$ cat config.mk
export PLATFORM = sky130hd
export DESIGN_NAME = sram_ctl
export DESIGN_NICKNAME = d
export VERILOG_FILES = /design/src/rtl/sram_ctl_pkg.sv /design/src/rtl/sram_ctl_timer.sv /design/src/rtl/sram_ctl_lanes.sv /design/src/rtl/sram_ctl.sv
export SDC_FILE = /design/constraint.sdc
export NUM_CORES = 1
export LEC_CHECK = 0
export BUFFER_PORTS_ARGS = -buffer_cell sky130_fd_sc_hd__buf_4
export CAP_MARGIN = 30
export CORE_MARGIN = 2
export CORE_UTILIZATION = 51
export DETAILED_ROUTE_END_ITERATION = 8
export GPL_TIMING_DRIVEN = 0
export PLACE_DENSITY = 0.95
export SLEW_MARGIN = 20
export SYNTH_ARGS = -nofsm -noshare
export SYNTH_HDL_FRONTEND = slang
export SYNTH_SLANG_ARGS = --single-unit
export TNS_END_PERCENT = 10
$ cat constraint.sdc
create_clock -name clk -period 5 [get_ports clk]
set_input_delay 0.5 -clock clk [delete_from_list [all_inputs] [get_ports clk]]
set_output_delay 0.5 -clock clk [all_outputs]
set_load 0.01 [all_outputs]
$ cat src/rtl/sram_ctl_pkg.sv
package sram_ctl_pkg;

  typedef enum logic [2:0] {
    ST_IDLE  = 3'd0,
    ST_RD    = 3'd1,
    ST_TURN  = 3'd2,
    ST_WR    = 3'd3,
    ST_WHOLD = 3'd4
  } ctl_state_e;

  // Whole clock cycles covering a nanosecond minimum, never below one.
  function automatic int unsigned ns_to_cycles(input int unsigned ns,
                                               input int unsigned period_ns);
    int unsigned c;
    c = (ns + period_ns - 1) / period_ns;
    if (c == 0) c = 1;
    return c;
  endfunction

  function automatic int unsigned max_u(input int unsigned a, input int unsigned b);
    return (a > b) ? a : b;
  endfunction

endpackage

$ cat src/rtl/sram_ctl_timer.sv
module sram_ctl_timer #(
  parameter int CNT_W = 3
) (
  input  logic             clk,
  input  logic             rst,
  input  logic             load,
  input  logic [CNT_W-1:0] load_val,
  output logic             expired
);

  logic [CNT_W-1:0] cnt;

  always_ff @(posedge clk) begin
    if (rst) begin
      cnt <= '0;
    end else if (load) begin
      cnt <= load_val;
    end else if (cnt != '0) begin
      cnt <= cnt - 1'b1;
    end
  end

  assign expired = (cnt == '0);

endmodule

$ cat src/rtl/sram_ctl_lanes.sv
module sram_ctl_lanes #(
  parameter  int LANES  = 2,
  parameter  int LANE_W = 8,
  localparam int DW     = LANES * LANE_W
) (
  input  logic [LANES-1:0] mask,
  input  logic [DW-1:0]    rd_raw,
  output logic [LANES-1:0] be_n,
  output logic [DW-1:0]    rd_kept
);

  for (genvar g = 0; g < LANES; g++) begin : g_lane
    assign be_n[g] = ~mask[g];
    assign rd_kept[g*LANE_W +: LANE_W] = mask[g] ? rd_raw[g*LANE_W +: LANE_W] : '0;
  end

endmodule

$ cat src/rtl/sram_ctl.sv
module sram_ctl
  import sram_ctl_pkg::*;
#(
  parameter  int ADDR_W        = 19,
  parameter  int LANES         = 2,
  parameter  int LANE_W        = 8,
  parameter  int CLK_PERIOD_NS = 10,
  parameter  int T_RC_NS       = 55,
  parameter  int T_AA_NS       = 55,
  parameter  int T_OE_NS       = 25,
  parameter  int T_WP_NS       = 40,
  parameter  int T_AW_NS       = 45,
  parameter  int T_DW_NS       = 25,
  parameter  int T_HZ_NS       = 20,
  localparam int DATA_W        = LANES * LANE_W
) (
  input  logic              clk,
  input  logic              rst,
  input  logic              req_valid,
  output logic              req_ready,
  input  logic              req_write,
  input  logic [ADDR_W-1:0] req_addr,
  input  logic [DATA_W-1:0] req_wdata,
  input  logic [LANES-1:0]  req_mask,
  output logic              rsp_done,
  output logic [DATA_W-1:0] rsp_rdata,
  output logic [ADDR_W-1:0] mem_addr,
  output logic              mem_ce1_n,
  output logic              mem_ce2,
  output logic              mem_we_n,
  output logic              mem_oe_n,
  output logic [LANES-1:0]  mem_be_n,
  output logic [DATA_W-1:0] mem_dout,
  output logic              mem_dq_oe,
  input  logic [DATA_W-1:0] mem_din
);

  localparam int unsigned RC_C   = ns_to_cycles(T_RC_NS, CLK_PERIOD_NS);
  localparam int unsigned RD_CYC = max_u(max_u(ns_to_cycles(T_AA_NS, CLK_PERIOD_NS),
                                               ns_to_cycles(T_OE_NS, CLK_PERIOD_NS)), RC_C);
  localparam int unsigned WR_CYC = max_u(max_u(ns_to_cycles(T_WP_NS, CLK_PERIOD_NS),
                                               ns_to_cycles(T_AW_NS, CLK_PERIOD_NS)),
                                         max_u(ns_to_cycles(T_DW_NS, CLK_PERIOD_NS), RC_C - 1));
  localparam int unsigned HZ_CYC = ns_to_cycles(T_HZ_NS, CLK_PERIOD_NS);
  localparam int unsigned CNT_MAX = max_u(max_u(RD_CYC, WR_CYC), HZ_CYC);
  localparam int CNT_W = $clog2(CNT_MAX + 1);

  ctl_state_e state;
  logic               accept;
  logic               last_rd;
  logic [LANES-1:0]   mask_q;
  logic [LANES-1:0]   lane_mask;
  logic [LANES-1:0]   be_n_nxt;
  logic [DATA_W-1:0]  rd_kept;
  logic               tmr_load;
  logic [CNT_W-1:0]   tmr_val;
  logic               tmr_expired;

  assign accept    = req_valid && req_ready;
  assign lane_mask = (state == ST_IDLE) ? req_mask : mask_q;

  sram_ctl_lanes #(
    .LANES  (LANES),
    .LANE_W (LANE_W)
  ) u_lanes (
    .mask    (lane_mask),
    .rd_raw  (mem_din),
    .be_n    (be_n_nxt),
    .rd_kept (rd_kept)
  );

  always_comb begin
    tmr_load = 1'b0;
    tmr_val  = '0;
    if (state == ST_IDLE && accept) begin
      tmr_load = 1'b1;
      if (!req_write)   tmr_val = CNT_W'(RD_CYC - 1);
      else if (last_rd) tmr_val = CNT_W'(HZ_CYC - 1);
      else              tmr_val = CNT_W'(WR_CYC - 1);
    end else if (state == ST_TURN && tmr_expired) begin
      tmr_load = 1'b1;
      tmr_val  = CNT_W'(WR_CYC - 1);
    end
  end

  sram_ctl_timer #(
    .CNT_W (CNT_W)
  ) u_timer (
    .clk      (clk),
    .rst      (rst),
    .load     (tmr_load),
    .load_val (tmr_val),
    .expired  (tmr_expired)
  );

  always_ff @(posedge clk) begin
    if (rst) begin
      state     <= ST_IDLE;
      req_ready <= 1'b1;
      rsp_done  <= 1'b0;
      rsp_rdata <= '0;
      mem_addr  <= '0;
      mem_ce1_n <= 1'b1;
      mem_ce2   <= 1'b0;
      mem_we_n  <= 1'b1;
      mem_oe_n  <= 1'b1;
      mem_be_n  <= '1;
      mem_dout  <= '0;
      mem_dq_oe <= 1'b0;
      mask_q    <= '0;
      last_rd   <= 1'b0;
    end else begin
      rsp_done <= 1'b0;
      unique case (state)
        ST_IDLE: begin
          if (accept) begin
            req_ready <= 1'b0;
            mem_addr  <= req_addr;
            mem_dout  <= req_wdata;
            mask_q    <= req_mask;
            if (!req_write) begin
              mem_ce1_n <= 1'b0;
              mem_ce2   <= 1'b1;
              mem_oe_n  <= 1'b0;
              mem_be_n  <= be_n_nxt;
              state     <= ST_RD;
            end else if (last_rd) begin
              state <= ST_TURN;
            end else begin
              mem_ce1_n <= 1'b0;
              mem_ce2   <= 1'b1;
              mem_we_n  <= 1'b0;
              mem_be_n  <= be_n_nxt;
              mem_dq_oe <= 1'b1;
              state     <= ST_WR;
            end
          end
        end
        ST_RD: begin
          if (tmr_expired) begin
            rsp_rdata <= rd_kept;
            rsp_done  <= 1'b1;
            mem_ce1_n <= 1'b1;
            mem_ce2   <= 1'b0;
            mem_oe_n  <= 1'b1;
            mem_be_n  <= '1;
            last_rd   <= 1'b1;
            req_ready <= 1'b1;
            state     <= ST_IDLE;
          end
        end
        ST_TURN: begin
          if (tmr_expired) begin
            mem_ce1_n <= 1'b0;
            mem_ce2   <= 1'b1;
            mem_we_n  <= 1'b0;
            mem_be_n  <= be_n_nxt;
            mem_dq_oe <= 1'b1;
            last_rd   <= 1'b0;
            state     <= ST_WR;
          end
        end
        ST_WR: begin
          if (tmr_expired) begin
            mem_we_n <= 1'b1;
            state    <= ST_WHOLD;
          end
        end
        ST_WHOLD: begin
          mem_ce1_n <= 1'b1;
          mem_ce2   <= 1'b0;
          mem_be_n  <= '1;
          mem_dq_oe <= 1'b0;
          req_ready <= 1'b1;
          state     <= ST_IDLE;
        end
        default: state <= ST_IDLE;
      endcase
    end
  end

  AST_IDLE_STANDBY: assert property (@(posedge clk) disable iff (rst)
    (state == ST_IDLE) |-> (mem_ce1_n && !mem_ce2 && mem_we_n && mem_oe_n && !mem_dq_oe));
  AST_BUSY_AFTER_TAKE: assert property (@(posedge clk) disable iff (rst)
    accept |=> !req_ready);
  AST_DONE_PULSE: assert property (@(posedge clk) disable iff (rst)
    rsp_done |=> !rsp_done);
  AST_WRITE_STROBES: assert property (@(posedge clk) disable iff (rst)
    !mem_we_n |-> (mem_dq_oe && mem_oe_n && !mem_ce1_n && mem_ce2));
  AST_NO_DRIVE_INTO_READ: assert property (@(posedge clk) disable iff (rst)
    mem_dq_oe |-> mem_oe_n);
  AST_RELEASE_GAP: assert property (@(posedge clk) disable iff (rst)
    $rose(mem_oe_n) |=> !mem_dq_oe);
  AST_DONE_ONLY_READ: assert property (@(posedge clk) disable iff (rst)
    rsp_done |-> $past(!mem_oe_n));
  AST_ADDR_HELD: assert property (@(posedge clk) disable iff (rst)
    (!mem_ce1_n && $past(!mem_ce1_n)) |-> $stable(mem_addr));

endmodule

==> results of run 1 <==
## final timing paths
kind | slack (ps) | depth (start not counted) | startpoint | end
setup reg to reg | 3250 | 7 | u_timer.cnt[0] | mem_ce2
hold / removal | 400 | 3 | req_addr[8] | mem_addr[8]
setup / recovery | 3250 | 7 | u_timer.cnt[0] | mem_ce2
hold reg to reg | 450 | 2 | rsp_rdata[6] | rsp_rdata[6]
## state kept, by name, indices dropped and copies added, names as in the netlist
name         count
mem_dq_oe        1
mask_q           2
last_rd          1
rsp_rdata       16
mem_ce1_n        1
mem_be_n         2
mem_ce2          1
mem_dout        16
req_ready        1
u_timer.cnt      3
mem_oe_n         1
rsp_done         1
mem_addr        19
state            3
mem_we_n         1
## power breakdown
group / leakage, nW / internal, mW / switching (mW)
Sequential: 0.564 / 0.667 / 0.0682
Clock: 0.127 / 0.345 / 0.209
Combinational: 1.04 / 0.364 / 0.472
## kinds of logic after synthesis
family	count (synthesis)	share of synthesized area (%)
mux	6	2.214
compound gates	77	15.96
simple gates	146	23.20
buf+inv	33	6.134
flops	69	50.92
fa+ha+maj	2	0.9224
xor+xnor	2	0.6459
## tightest hold or removal path: stages
cell and delay [ps]:
buf_4 110, nand2_1 50, a21oi_1 50
## layer usage
layer	track usage (%)	wire, um	vias to the layer above
met5	0	0	-
met4	10.91	146	0
met2	42.37	3499	117
li1	-	-	1378
met1	29.91	3129	1277
met3	5.647	574	14
## area by class of cell
cell class	count	area share (%)
plain buffers	27	3.680
flip-flops and latches	69	35.33
clock inverters	6	2.784
well taps	70	2.240
clock buffers	10	3.520
repair buffers	115	22.08
multi-input cells	233	29.79
inverters	6	0.5760
## cell usage after synthesis
master / n / area share (%)
nand2_1: 95 / 13
dfxtp_1: 69 / 51
a21oi_1: 58 / 11
nand3_1: 18 / 3.3
nor2_1: 16 / 2.2
buf_2: 13 / 2.4
clkbuf_1: 10 / 1.4
inv_1: 6 / 0.83
mux2i_1: 6 / 2.2
nor3_1: 6 / 1.1
o21ai_0: 5 / 0.92
a21o_1: 2 / 0.55
a32oi_1: 2 / 0.65
buf_4: 2 / 0.55
ha_1: 2 / 0.92
nand2b_1: 2 / 0.46
nor4_1: 2 / 0.46
o31ai_1: 2 / 0.55
xor2_1: 2 / 0.65
a211o_1: 1 / 0.32
a211oi_1: 1 / 0.28
a221oi_1: 1 / 0.32
a22oi_1: 1 / 0.28
a22oi_2: 1 / 0.46
a31oi_1: 1 / 0.23
a32o_1: 1 / 0.37
and2_1: 1 / 0.23
and2b_1: 1 / 0.28
and4_1: 1 / 0.32
buf_6: 1 / 0.42
buf_8: 1 / 0.55
nand4_2: 1 / 0.46
nor2b_2: 1 / 0.32
nor3_4: 1 / 0.60
o32ai_1: 1 / 0.32
or2b_1: 1 / 0.28
## through the flow
step                power (mW)  instances  setup slack (ps)  utilization [%]  cell area, um2
finish                   2.125        536              3255            76.56            3910
global route             2.246        536              3113            76.56            3910
CTS                      2.129        536              3257            76.56            3910
detailed placement       1.575        520              3277            71.73            3664
global placement         1.551        520              3326            71.73            3664
floorplan                1.269        335              3433                -            2713
==> key figures, run 1 <==
Outcome
  – Result of the run: complete, no violations

Routing
  – Vias/cell: 5.198
  – Routed vias: around 2800
  – Residual DRC: 0
  – Router iterations before antenna repair: 4
  – Drt total wl: 7349 um
  – Routed WL per cell: 13.71 um
  – Initial DRC count: 100
  – Final ANT Viol Nets: 0

CTS
  – Hold buffers post-CTS: 0
  – Clock-pin slew on the worst setup and hold paths: 80 ps
  – Clock Sinks: 69
  – Post-CTS setup buffers: 0
  – Number of buffers created by CTS: 9
  – Worst skew pair latency: 340 ps
  – Clock buffer depth: 2
  – Root Buffer: clkbuf_8
  – CTS tree: yes
  – H-tree depth: 3
  – PostCTS Resize Cnt: 0

Timing
  – Headroom to the max-slew limit: 66.28%
  – Slew Limit Fails: 0
  – Final min period: between 1500 and 2000 ps
  – Final hold slack: between 400 and 500 ps
  – Final TNS setup: 0 ps
  – Worst Tran Pin Value: between 500 and 600 ps
  – Final setup viols: 0
  – Clock skew: 8.130 ps
  – Fmax achieved: 572.9 MHz
  – RSZ-0062 raised after global routing: false
  – Hold Vio Cnt, Final: 0
  – Tcrit/Tclk final: 34.91%

Global routing
  – First-pass GRT wire length: 11800 um
  – Largest net degree at the start of global routing: 13
  – Initial antenna violation count: 0
  – Global Route Usage Sum: 24.85%
  – Total grt overflow: 0
  – Vias in the first global route: 2619

Die
  – Row cnt: 26
  – Die width: 76.93 um
  – Core box area: approximately 5000 um2
  – Starting Density: between 50% and 60%
  – I/O pins: 117
  – Die Ht: 76.93 um
  – Die area: 5918 um2

Critical path
  – CP max stage delay: 360 ps
  – Critical Path End Type: flop
  – Worst EP required: 5260 ps
  – Critical Path AT: 2010 ps
  – Startpoint Class: flop
  – CP max-delay cell: dfxtp_1
  – Top cell family by delay on the critical path: flip-flops
  – Critical path type: reg -> reg
  – Worst-path fanout max: 8
  – Critical path buffers and inverters: 2
  – Worst-path cell chain: inv_1 -> ha_1 -> or2b_1 -> buf_2 -> nor2_1 -> a22oi_2 -> mux2i_1

Synthesis
  – Unique cell type count in the Yosys netlist: 36
  – Post-synthesis sequential area ratio: 50.92%
  – Synthesized area: 2713 um2
  – YS warnings: 0
  – Cells after synthesis: 335
  – Synthesized area per cell: 8.097 um2
  – Seq cells post-synth: 69
  – Post-synth net total: 394

Finish
  – Most frequent cells in the layout: buf_4, nand2_1, dfxtp_1, a21oi_1, nand3_1
  – Sequential cell area: approximately 1400 um2
  – Antenna Cells: 0
  – FILL cells: 375
  – Nets@finish: 520
  – Area taken by multi-input logic gates: 1165 um2
  – Layout cells sized above 1: 32.62%
  – Most common cell after layout, fill and taps aside: buf_4
  – Area Growth Syn to Fin: 44.14%

Place
  – RePlAce Congestion: 0.9612
  – Dpl hpwl: approximately 5300 um
  – IO Port Bufs: 115

Power and ir drop
  – Worst ir drop on vdd: between 0.3 and 0.4 mV
  – Cell area power density: around 540 nW/um2
  – Leak: 1.733 nW

Min path
  – Worst Hold Class: in -> reg

Job
  – Max-cap viol count: 0
Note: power is estimated with default switching activity, not from simulation.
==> inputs of run 2 (changes only) <==
CORE_UTILIZATION = 42   (was 51)
PLACE_DENSITY = 0.86   (was 0.95)
clock period = 1.5 ns   (was 5 ns; I/O delays follow)
==> key figures, run 2 (synthesized netlist as in run 1, its figures left out) <==
Outcome
  – Result of the run: finished, violations left
  – Failing checks: negative setup slack

CTS
  – Clock buffer depth: 2 (unchanged)
  – Number of buffers created by CTS: 9 (unchanged)
  – Root Buffer: clkbuf_8
  – Clock-pin slew on the worst setup and hold paths: 80 ps (about the same)
  – H-tree depth: 3 (unchanged)
  – Clock Sinks: 69 (unchanged)
  – Worst skew pair latency: 330 ps (about the same)
  – CTS tree: yes

Finish
  – Fin cells: 558 (+4.1%)
  – FILL cells: 520 (+39%)
  – Area Growth Syn to Fin: 55.81%
  – Top Registers: mem_addr (19), mem_dout (16), rsp_rdata (16)
  – Nets@finish: 535 (+2.9%)
  – Largest Register: mem_addr
  – Most common cell after layout, fill and taps aside: buf_4
  – Most frequent cells in the layout: buf_4, nand2_1, dfxtp_1, a21oi_1, nor2_1
  – Layout cells sized above 1: 42.00% (+9.4 points)
  – Max reg flops: 19 (unchanged)
  – Antenna Cells: 0 (unchanged)
  – Finished Core Util: 66.94% (-9.6 points)
  – Fin area: 4227 um2 (+8.1%)

Power and ir drop
  – Sequential share of power: 32.3% (-2.3 points)
  – Total power: 7.646 mW (+260%)
  – Comb pwr share: 46.8% (+7.5 points)
  – Switching share of total power: 36.01% (+0.75 points)
  – Clk pwr share: 21.0% (-5.1 points)
  – Leak: 1.820 nW (+5.0%)
  – Worst ir drop on vdd: 1.031 mV (+200%)
  – Pint: 4.893 mW (+260%)
  – Switching power: 2.753 mW (+270%)
  – Cell area power density: 1809 nW/um2 (+230%)

Global routing
  – Initial antenna violation count: 0 (unchanged)
  – First-pass GRT wire length: 12430 um (+5.3%)
  – Largest net degree at the start of global routing: 12 (-1)
  – Vias in the first global route: 2686 (+2.6%)
  – Total grt overflow: 0 (unchanged)
  – Global Route Usage Sum: 21.67% (-3.2 points)

Routing
  – Router iterations before antenna repair: 4 (unchanged)
  – Routed vias: 2880 (+3.4%)
  – Initial DRC count: 122 (+22%)
  – Drt total wl: 8115 um (+10%)
  – Final ANT Viol Nets: 0 (unchanged)
  – Vias/cell: 5.161 (-0.70%)
  – Routed WL per cell: 14.54 um (+6.1%)
  – Residual DRC: 0 (unchanged)

Place
  – Placed Instances: 527 (+1.3%)
  – Post-DP Area: 3676 um2 (+0.34%)
  – Place WS: -148.7 ps (-3425 ps)
  – Dpl hpwl: 5437 um (+1.9%)
  – RePlAce Congestion: 0.9188 (-4.4%)
  – IO Port Bufs: 115 (unchanged)

Timing
  – Fmax achieved: 627.3 MHz (+9.5%)
  – Final setup viols: 8 (+8)
  – Hold Vio Cnt, Final: 0 (unchanged)
  – Final hold slack: 57.18 ps (-344.1 ps)
  – Clock skew: 8.986 ps (+0.8560 ps)
  – Tcrit/Tclk final: 106.3% (+71 points)
  – Worst Tran Pin Value: 650.4 ps (+144.5 ps)
  – RSZ-0062 raised after global routing: true
  – Final TNS setup: -263.4 ps (-263.4 ps)
  – PnR worst setup slack: -94.10 ps (-3349 ps)
  – Final min period: 1594 ps (-151.3 ps)
  – Slew Limit Fails: 0 (unchanged)
  – Headroom to the max-slew limit: 56.64% (-9.6 points)

Die
  – Die area: 7117 um2 (+20%)
  – Die Ht: 84.37 um (+9.7%)
  – Starting Density: 42.96% (-10 points)
  – Die width: 84.37 um (+9.7%)
  – Core box area: 6314 um2 (+24%)
  – I/O pins: 117 (unchanged)
  – Row cnt: 29 (+12%)

Min path
  – Worst Hold Class: in -> reg

Critical path
  – R2R Path Start: u_timer.cnt[0]
  – Critical Path AT: 1810 ps (-200 ps)
  – Worst-path fanout max: 6 (-2)
  – Critical path type: reg -> reg
  – Startpoint Class: flop
  – Worst EP required: 1720 ps (-3540 ps)
  – FF-to-FF setup slack: -90 ps (-3350 ps)
  – Critical Path End Type: flop
  – Worst R2R Path Depth: 7 (unchanged)
  – Critical Path Source: u_timer.cnt[0]
  – CP endpoint: mem_we_n
  – Crit Reg-Reg Endpoint: mem_we_n

Job
  – Max-cap viol count: 0 (unchanged)
run 2: worst min-delay path by stage:
| stage | start | end | slack (ps) | depth (start not counted) |
|---|---|---|---|---|
| 6_report | req_addr[14] | mem_addr[14] | 60 | 3 |
| 5_1_grt | req_wdata[8] | mem_dout[8] | 40 | 3 |
| 4_1_cts | req_wdata[8] | mem_dout[8] | 40 | 3 |
| 3_5_place_dp | req_wdata[8] | mem_dout[8] | 410 | 3 |
| 3_3_place_gp | req_wdata[15] | mem_dout[15] | 400 | 3 |
| 2_1_floorplan | req_mask[0] | mask_q[0] | 290 | 2 |
run 2: repair_timing:
item | CTS | global route
gates resized for setup | 32 | 22
gates cloned | 1 | 1
buffers inserted | 10 | 6
endpoints found under the setup margin | 30 | 63
pin swaps | 17 | 10
hold buffers | 0 | 0
run 2: layout make-up:
cell class	count	area, um2	area share [%]
Multi-Input combinational cell	233	1334	31.56
Tap cell	77	96.34	2.279
Buffer	25	151.4	3.582
Clock buffer	11	131.4	3.108
Inverter	6	22.52	0.5329
Timing Repair Buffer	132	1031	24.39
Sequential cell	69	1385	32.77
Clock inverter	5	75.07	1.776
run 2: layer usage:
| metal | track usage, % | up-vias | routed length [um] |
|---|---|---|---|
| met5 | 0 | - | 0 |
| met2 | 35.35 | 122 | 3941 |
| met4 | 8.802 | 0 | 195 |
| met3 | 5.900 | 17 | 596 |
| met1 | 27.23 | 1338 | 3382 |
| li1 | - | 1403 | - |
run 2: worst max-delay path, stage by stage (launching register included):
cell and delay, ps:
dfxtp_2 330, inv_2 70, ha_4 140, buf_6 90
or2b_4 300, nor2_1 150, o21ai_2 100, a211o_1 300
run 2: power groups by stage:
stage          clock network (mW)  registers (mW)  logic [mW]
2_1_floorplan                   0            2.60        1.63
3_3_place_gp                    0            2.47        2.69
3_5_place_dp                    0            2.49        2.76
4_1_cts                      1.62            2.46        3.30
5_1_grt                      1.72            2.51        3.90
6_report                     1.60            2.47        3.58
